[config.mk]
export PLATFORM = sky130hd
export DESIGN_NAME = ddr_dual_disable
export DESIGN_NICKNAME = d
export VERILOG_FILES = /design/src/rtl/ddr_pkg.sv /design/src/rtl/ddr_copy.sv /design/src/rtl/ddr_wp_combine.sv /design/src/rtl/ddr_dual_disable.sv
export SDC_FILE = /design/constraint.sdc
export NUM_CORES = 1
export LEC_CHECK = 0
export BUFFER_PORTS_ARGS = -buffer_cell sky130_fd_sc_hd__buf_2
export CAP_MARGIN = 30
export CORE_MARGIN = 2
export CORE_UTILIZATION = 28
export CTS_CLUSTER_DIAMETER = 200
export DETAILED_ROUTE_END_ITERATION = 7
export GPL_ROUTABILITY_DRIVEN = 0
export PLACE_DENSITY = 0.72
export SYNTH_ARGS = -nofsm -noshare
export SYNTH_HDL_FRONTEND = slang
export SYNTH_HIERARCHICAL = 1
export SYNTH_SLANG_ARGS = --single-unit
[constraint.sdc]
create_clock -name clk -period 1.5 [get_ports clk]
set_clock_uncertainty 0.15 [all_clocks]
set_input_delay 0.3 -clock clk [delete_from_list [all_inputs] [get_ports clk]]
set_output_delay 0.3 -clock clk [all_outputs]
set_load 0.02 [all_outputs]
[src/rtl/ddr_pkg.sv]
package ddr_pkg;
    localparam int BIT_WP      = 0;
    localparam int BIT_LOCK    = 1;
    localparam int BIT_FDC_DIS = 3;

    typedef struct packed {
        logic wp;
        logic lock;
        logic fdc_dis;
    } ddr_bits_t;
endpackage

[src/rtl/ddr_copy.sv]
module ddr_copy
    import ddr_pkg::*;
#(
    parameter int              ADDR_W   = 8,
    parameter int              DATA_W   = 8,
    parameter logic [ADDR_W-1:0] OFFSET = '0,
    parameter bit              LOCKABLE = 1'b1
) (
    input  logic              clk,
    input  logic              rst,
    input  logic              wr_en,
    input  logic [ADDR_W-1:0] addr,
    input  logic [DATA_W-1:0] wdata,
    output logic [DATA_W-1:0] rdata,
    output ddr_bits_t         bits_o
);
    ddr_bits_t bits_d, bits_q;
    logic      hit;
    logic      unused_wdata;

    assign unused_wdata = ^wdata;
    assign hit          = (addr == OFFSET);

    always_comb begin
        bits_d = bits_q;
        if (wr_en && hit && !bits_q.lock) begin
            bits_d.wp      = wdata[BIT_WP];
            bits_d.fdc_dis = wdata[BIT_FDC_DIS];
            bits_d.lock    = LOCKABLE ? wdata[BIT_LOCK] : 1'b0;
        end
        rdata = '0;
        if (hit) begin
            rdata[BIT_WP]      = bits_q.wp;
            rdata[BIT_LOCK]    = bits_q.lock;
            rdata[BIT_FDC_DIS] = bits_q.fdc_dis;
        end
    end

    always_ff @(posedge clk) begin
        if (rst) bits_q <= '0;
        else     bits_q <= bits_d;
    end

    assign bits_o = bits_q;

    generate
        if (LOCKABLE) begin : g_lock_chk

            lock_freeze_chk: assert property (@(posedge clk) disable iff (rst)
                bits_q.lock |=> $stable(bits_q));

            lock_sticky_chk: assert property (@(posedge clk) disable iff (rst)
                bits_q.lock |=> bits_q.lock);
        end
    endgenerate
endmodule

[src/rtl/ddr_wp_combine.sv]
module ddr_wp_combine #(
    parameter int NUM_SEL = 2
) (
    input  logic               reg_wp_m,
    input  logic               reg_wp_h,
    input  logic               wp_in,
    input  logic [NUM_SEL-1:0] sel,
    input  logic               force_wp,
    output logic               wp_out
);
    logic [NUM_SEL-1:0] sel_terms;

    genvar gi;
    generate
        for (gi = 0; gi < NUM_SEL; gi++) begin : g_sel
            assign sel_terms[gi] = sel[gi] & force_wp;
        end
    endgenerate

    assign wp_out = reg_wp_m | reg_wp_h | wp_in | (|sel_terms);
endmodule

[src/rtl/ddr_dual_disable.sv]
module ddr_dual_disable
    import ddr_pkg::*;
#(
    parameter int                ADDR_W   = 8,
    parameter int                DATA_W   = 8,
    parameter int                NUM_SEL  = 2,
    parameter logic [ADDR_W-1:0] MGMT_OFS = 8'h01,
    parameter logic [ADDR_W-1:0] HOST_OFS = 8'h22
) (
    input  logic               clk,
    input  logic               por_n,
    input  logic               bus_rst_n,
    input  logic               h_wr_en,
    input  logic [ADDR_W-1:0]  h_addr,
    input  logic [DATA_W-1:0]  h_wdata,
    output logic [DATA_W-1:0]  h_rdata,
    input  logic               m_wr_en,
    input  logic [ADDR_W-1:0]  m_addr,
    input  logic [DATA_W-1:0]  m_wdata,
    output logic [DATA_W-1:0]  m_rdata,
    input  logic               fdc_activate,
    input  logic               drv_wp_in,
    input  logic [NUM_SEL-1:0] drv_sel,
    input  logic               force_wp,
    output logic               fdc_enable,
    output logic               wp_out
);
    typedef struct packed {
        logic fdc_en;
    } out_state_t;

    logic       rst;
    ddr_bits_t  m_bits, h_bits;
    out_state_t out_d, out_q;
    logic       unused_locks;

    assign rst          = ~por_n | ~bus_rst_n;
    assign unused_locks = m_bits.lock ^ h_bits.lock;

    ddr_copy #(
        .ADDR_W(ADDR_W), .DATA_W(DATA_W), .OFFSET(MGMT_OFS), .LOCKABLE(1'b1)
    ) i_mgmt_copy (
        .clk(clk), .rst(rst), .wr_en(m_wr_en), .addr(m_addr),
        .wdata(m_wdata), .rdata(m_rdata), .bits_o(m_bits)
    );

    ddr_copy #(
        .ADDR_W(ADDR_W), .DATA_W(DATA_W), .OFFSET(HOST_OFS), .LOCKABLE(1'b0)
    ) i_host_copy (
        .clk(clk), .rst(rst), .wr_en(h_wr_en), .addr(h_addr),
        .wdata(h_wdata), .rdata(h_rdata), .bits_o(h_bits)
    );

    ddr_wp_combine #(.NUM_SEL(NUM_SEL)) i_wp (
        .reg_wp_m(m_bits.wp), .reg_wp_h(h_bits.wp), .wp_in(drv_wp_in),
        .sel(drv_sel), .force_wp(force_wp), .wp_out(wp_out)
    );

    always_comb begin
        out_d        = out_q;
        out_d.fdc_en = fdc_activate & ~(m_bits.fdc_dis | h_bits.fdc_dis);
    end

    always_ff @(posedge clk) begin
        if (rst) out_q <= '0;
        else     out_q <= out_d;
    end

    assign fdc_enable = out_q.fdc_en;


    host_wr_unlocked_chk: assert property (@(posedge clk) disable iff (rst)
        (h_wr_en && h_addr == HOST_OFS) |=>
            (h_bits.fdc_dis == $past(h_wdata[BIT_FDC_DIS])) &&
            (h_bits.wp == $past(h_wdata[BIT_WP])));

    fdc_dis_chk: assert property (@(posedge clk) disable iff (rst)
        (m_bits.fdc_dis || h_bits.fdc_dis || !fdc_activate) |=> !fdc_enable);

    wp_source_chk: assert property (@(posedge clk) disable iff (rst)
        (drv_wp_in || m_bits.wp || h_bits.wp || (force_wp && |drv_sel)) |-> wp_out);
endmodule

**Yosys cells after proc, flatten, opt, wreduce, memory -nomap -nowiden**

Cells that the tools add are included.

- $add $sub $neg: 0
- $mul: 0
- Bitwise logic cells: 11
- $lt $le $gt $ge: 0
- Shift-type cells: 0
- Reductions and logical operators: 5
- Mux-type cells: 4
- Divide/modulo/power cells: 0
- Equal/unequal tests: 2

Operators with widths:

| cell | number |
|---|---|
| 8-bit by 1-bit == test with 1-bit output (second input constant) | 1 |
| 8-bit by 6-bit == test with 1-bit output (second input constant) | 1 |
| 1-bit OR | 5 |
| 1-bit bitwise AND | 3 |
| 1-bit logical AND | 3 |
| 1-bit two-way mux | 3 |
| 1-bit inverter | 3 |
| 2-bit two-way mux | 1 |
| 2-bit OR reduction | 1 |
| 1-bit logical NOT | 1 |

- Register bits: 6
- Latch bits: 0
- Memories: 0
- Input port bits: 42
- Logic and storage cells: 28
- Memory bits (read-only): 0
- Memory bits (writable): 0

**Longest topological paths before layout**

- Depth in word-level cells: 3
- Gate-level depth with buffers: 3
- Depth with buffers taken out: 3

**Hierarchy**

The synthesis kept the hierarchy.

By module, submodules not included:

| module | times used | cells an instance | area each (um^2) |
|---|---|---|---|
| ddr_copy at i_mgmt_copy | 1 | 24 | 237.7 |
| ddr_copy at i_host_copy | 1 | 23 | 200.2 |
| ddr_dual_disable | 1 | 3 | 41.3 |
| ddr_wp_combine | 1 | 3 | 18.8 |

**Worst setup path after synthesis**

No wires, ideal clock.

- Kind: input to output
- Start point: in h_addr[7]
- End point: out h_rdata[0]
- Data arrival time: 1.198 ns
- Setup slack: -0.148 ns
- Buffers on the path: 0
- Stages: 3
- Cell sequence: or4_4 -> nor2_1 -> and2_1

- Longest elaborated chain between the ends: 2

RTL lines:

| what | line | RTL |
|---|---|---|
| start, declared | ddr_dual_disable.sv:14 | `input logic [ADDR_W-1:0] h_addr,` |
| 8-bit by 6-bit == test with 1-bit output | ddr_copy.sv:22 | `assign hit = (addr == OFFSET);` |
| 1-bit two-way mux | ddr_copy.sv:32 | `if (hit) begin` |
| end, declared | ddr_dual_disable.sv:16 | `output logic [DATA_W-1:0] h_rdata,` |

No other way between the ends.

**Final worst setup path**

- Start point: in h_addr[7]
- End point: out h_rdata[3]

The elaborated chain is that of the path after synthesis.

==> impl_metrics.csv <==
group,metric,value,unit
floorplan,die-area,0.002103,mm²
floorplan,floorplan.die.width,45.86,µm
status,failed_checks,"setup timing",
setup_path,cpPeakStageDelay,0.55,ns
placement,post-dp-hpwl,986,µm
setup_path,cp.required,1.05,ns
setup_path,cpMaxStageDelayCell,"or4_4",
layout,antenna_cells,0,
grt,grt_pass1_wl,1711,µm
sta,fin_ws,-0.2431,ns
layout,layoutNonFillerInstCount,113,
logic_synthesis,syn_avg_cell_area,9.432,µm²
sta,min_period,1.743,ns
setup_path,crit_type,"in -> out",
clocking,cts_sinks,6,
setup_path,worstPathCellList,"buf_6, or4_4, nor2_4, and2_4, buf_6",
clocking,h-tree-depth,1,
sta,finalCritPeriodShare,1.162,
power,peakVddDrop,0.3574,mV
floorplan,dieHeight,45.86,µm
detailed_routing,drtPass1Iterations,3,
detailed_routing,drtAntennaViolNets,0,
setup_path,cp.arrival,1.29,ns
detailed_routing,avgViaCountPerCell,4.292,
detailed_routing,drt-total-wl,1252,µm
layout,post-route-util,0.4711,
floorplan,core_area,0.001689,mm²
floorplan,core.rowCount,15,
status,status,"finished with violations",
sta,slew_violations,0,
setup_path,path_max_fanout,2,
grt,grt_overflow,0,
setup_path,startpoint_type,"primary input",
layout,drive_gt1_frac,0.6042,
sta,fmax,573.7,MHz
placement,placedCellCount,108,
worst_hold_path,hold_path_class,"in -> reg",
grt,gr-usage-all-layers,0.1208,
grt,grt_pass1_vias,432,
detailed_routing,avgRoutedWirePerCell,11.08,µm
detailed_routing,drt_iter0_drc,4,
sta,tns,-0.4983,ns
sta,setup-violations-final,3,
detailed_routing,vias,485,
floorplan,initial_core_util,0.2904,
power,powerDensity,534.5,mW/mm²
layout,final_nets,140,
logic_synthesis,netlist_instances,52,
sta,holdWs,0.1653,ns
setup_path,crit_buf_inv,2,
setup_path,critPathTopFamily,"simple AND/OR/NAND/NOR gates",
detailed_routing,drc,0,
floorplan,pin_count,60,
setup_path,worstSetupEndpointType,"output port",
clocking,worstSkewPairLatency,0.25,ns
placement,port_buffers,37,
clocking,clock_path_buffers,2,
logic_synthesis,yosysWarnings,6,
grt,antenna_found_initial,0,
logic_synthesis,synthesis.area,490.5,µm²
setup_path,critPathMostFrequentCell,"buf_6",
clocking,cts_tree,"yes",
layout,syn_to_final_growth,62.24,%
sta,timing.final.hold_violations,0,
clocking,cts_buffers,3,
power,p_leak,0.4214,nW
clocking,cts_root_buf,"clkbuf_4",
run,drv_cap,0,
clocking,path_clk_slew,0.04,ns
grt,grt_max_degree,11,
sta,rsz0062_at_grt,"yes",
[metal layers]
metal  global-route usage  wire (µm)  share of wire
met5                    0          0              0
met1               0.1095        460           0.37
met3              0.06349        134           0.11
met2               0.2194        657           0.52
met4              0.05143          0              0
[stage by stage]
step | instance area, µm² | setup slack (ns) | power (mW)
finish | 795.8 | -0.2431 | 0.4254
global route | 795.8 | -0.2741 | 0.4550
CTS | 769.5 | -0.2448 | 0.4312
detailed placement | 685.7 | -0.2967 | 0.2660
global placement | 685.7 | -0.2637 | 0.2634
floorplan | 531.8 | -0.07490 | 0.2352
[power breakdown]
part           leakage [nW]  internal [mW]  switching [mW]  total, mW
Combinational         0.359         0.0550          0.0583      0.113
Clock                0.0138         0.0906          0.0602      0.151
Sequential           0.0485          0.161        0.000242      0.161
[placed cells by master (no fill, tap or decap), drive strengths merged]
| cell type | n |
|---|---|
| dfxtp | 6 |
| a21oi | 1 |
| nor3 | 2 |
| nand2b | 8 |
| nand4bb | 1 |
| buf | 43 |
| nand4 | 2 |
| inv | 2 |
| nor4 | 1 |
| or4 | 1 |
| clkbuf | 3 |
| nor4b | 2 |
| and2 | 2 |
| nor2 | 1 |
| conb | 11 |
| mux2i | 4 |
| nand2 | 2 |
| and3 | 3 |
| o21ai | 1 |
[tightest hold or removal path: stages]
cell	delay [ns]
buf_2	0.09
nand4_1	0.05
a21oi_1	0.06
[area by class of cell]
type | count | area (µm²)
clock buffers | 3 | 22.52
flip-flops and latches | 6 | 120.1
repair buffers | 43 | 292.8
fillers | 173 | 893.4
well taps | 17 | 21.27
multi-input cells | 42 | 331.6
inverters | 2 | 7.507
[sequential cells by signal, indices dropped and copies added (netlist names)]
register            flops
i_mgmt_copy/bits_o      3
i_host_copy/bits_o      2
fdc_enable              1
[final timing paths]
| kind | startpoint | end | slack [ns] | cells after the start |
|---|---|---|---|---|
| worst max-delay path | h_addr[7] | h_rdata[3] | -0.24 | 5 |
| worst min-delay path | m_wdata[1] | i_mgmt_copy/bits_o[1]$_SDFFE_PP0P_ | 0.17 | 3 |
| worst max register to register | i_mgmt_copy/bits_o[1]$_SDFFE_PP0P_ | i_mgmt_copy/bits_o[0]$_SDFFE_PP0P_ | 0.61 | 3 |
| worst min register to register | i_host_copy/bits_o[0]$_SDFFE_PP0P_ | fdc_enable$_SDFF_PP0_ | 0.34 | 1 |
[timing repair]
item,4_1_cts,5_1_grt
setup buffers,1,1
hold buffers,0,0
gates resized for setup,13,4
pin swaps,3,5
endpoints found under the setup margin,5,6
(Power assumes the default switching activity.)
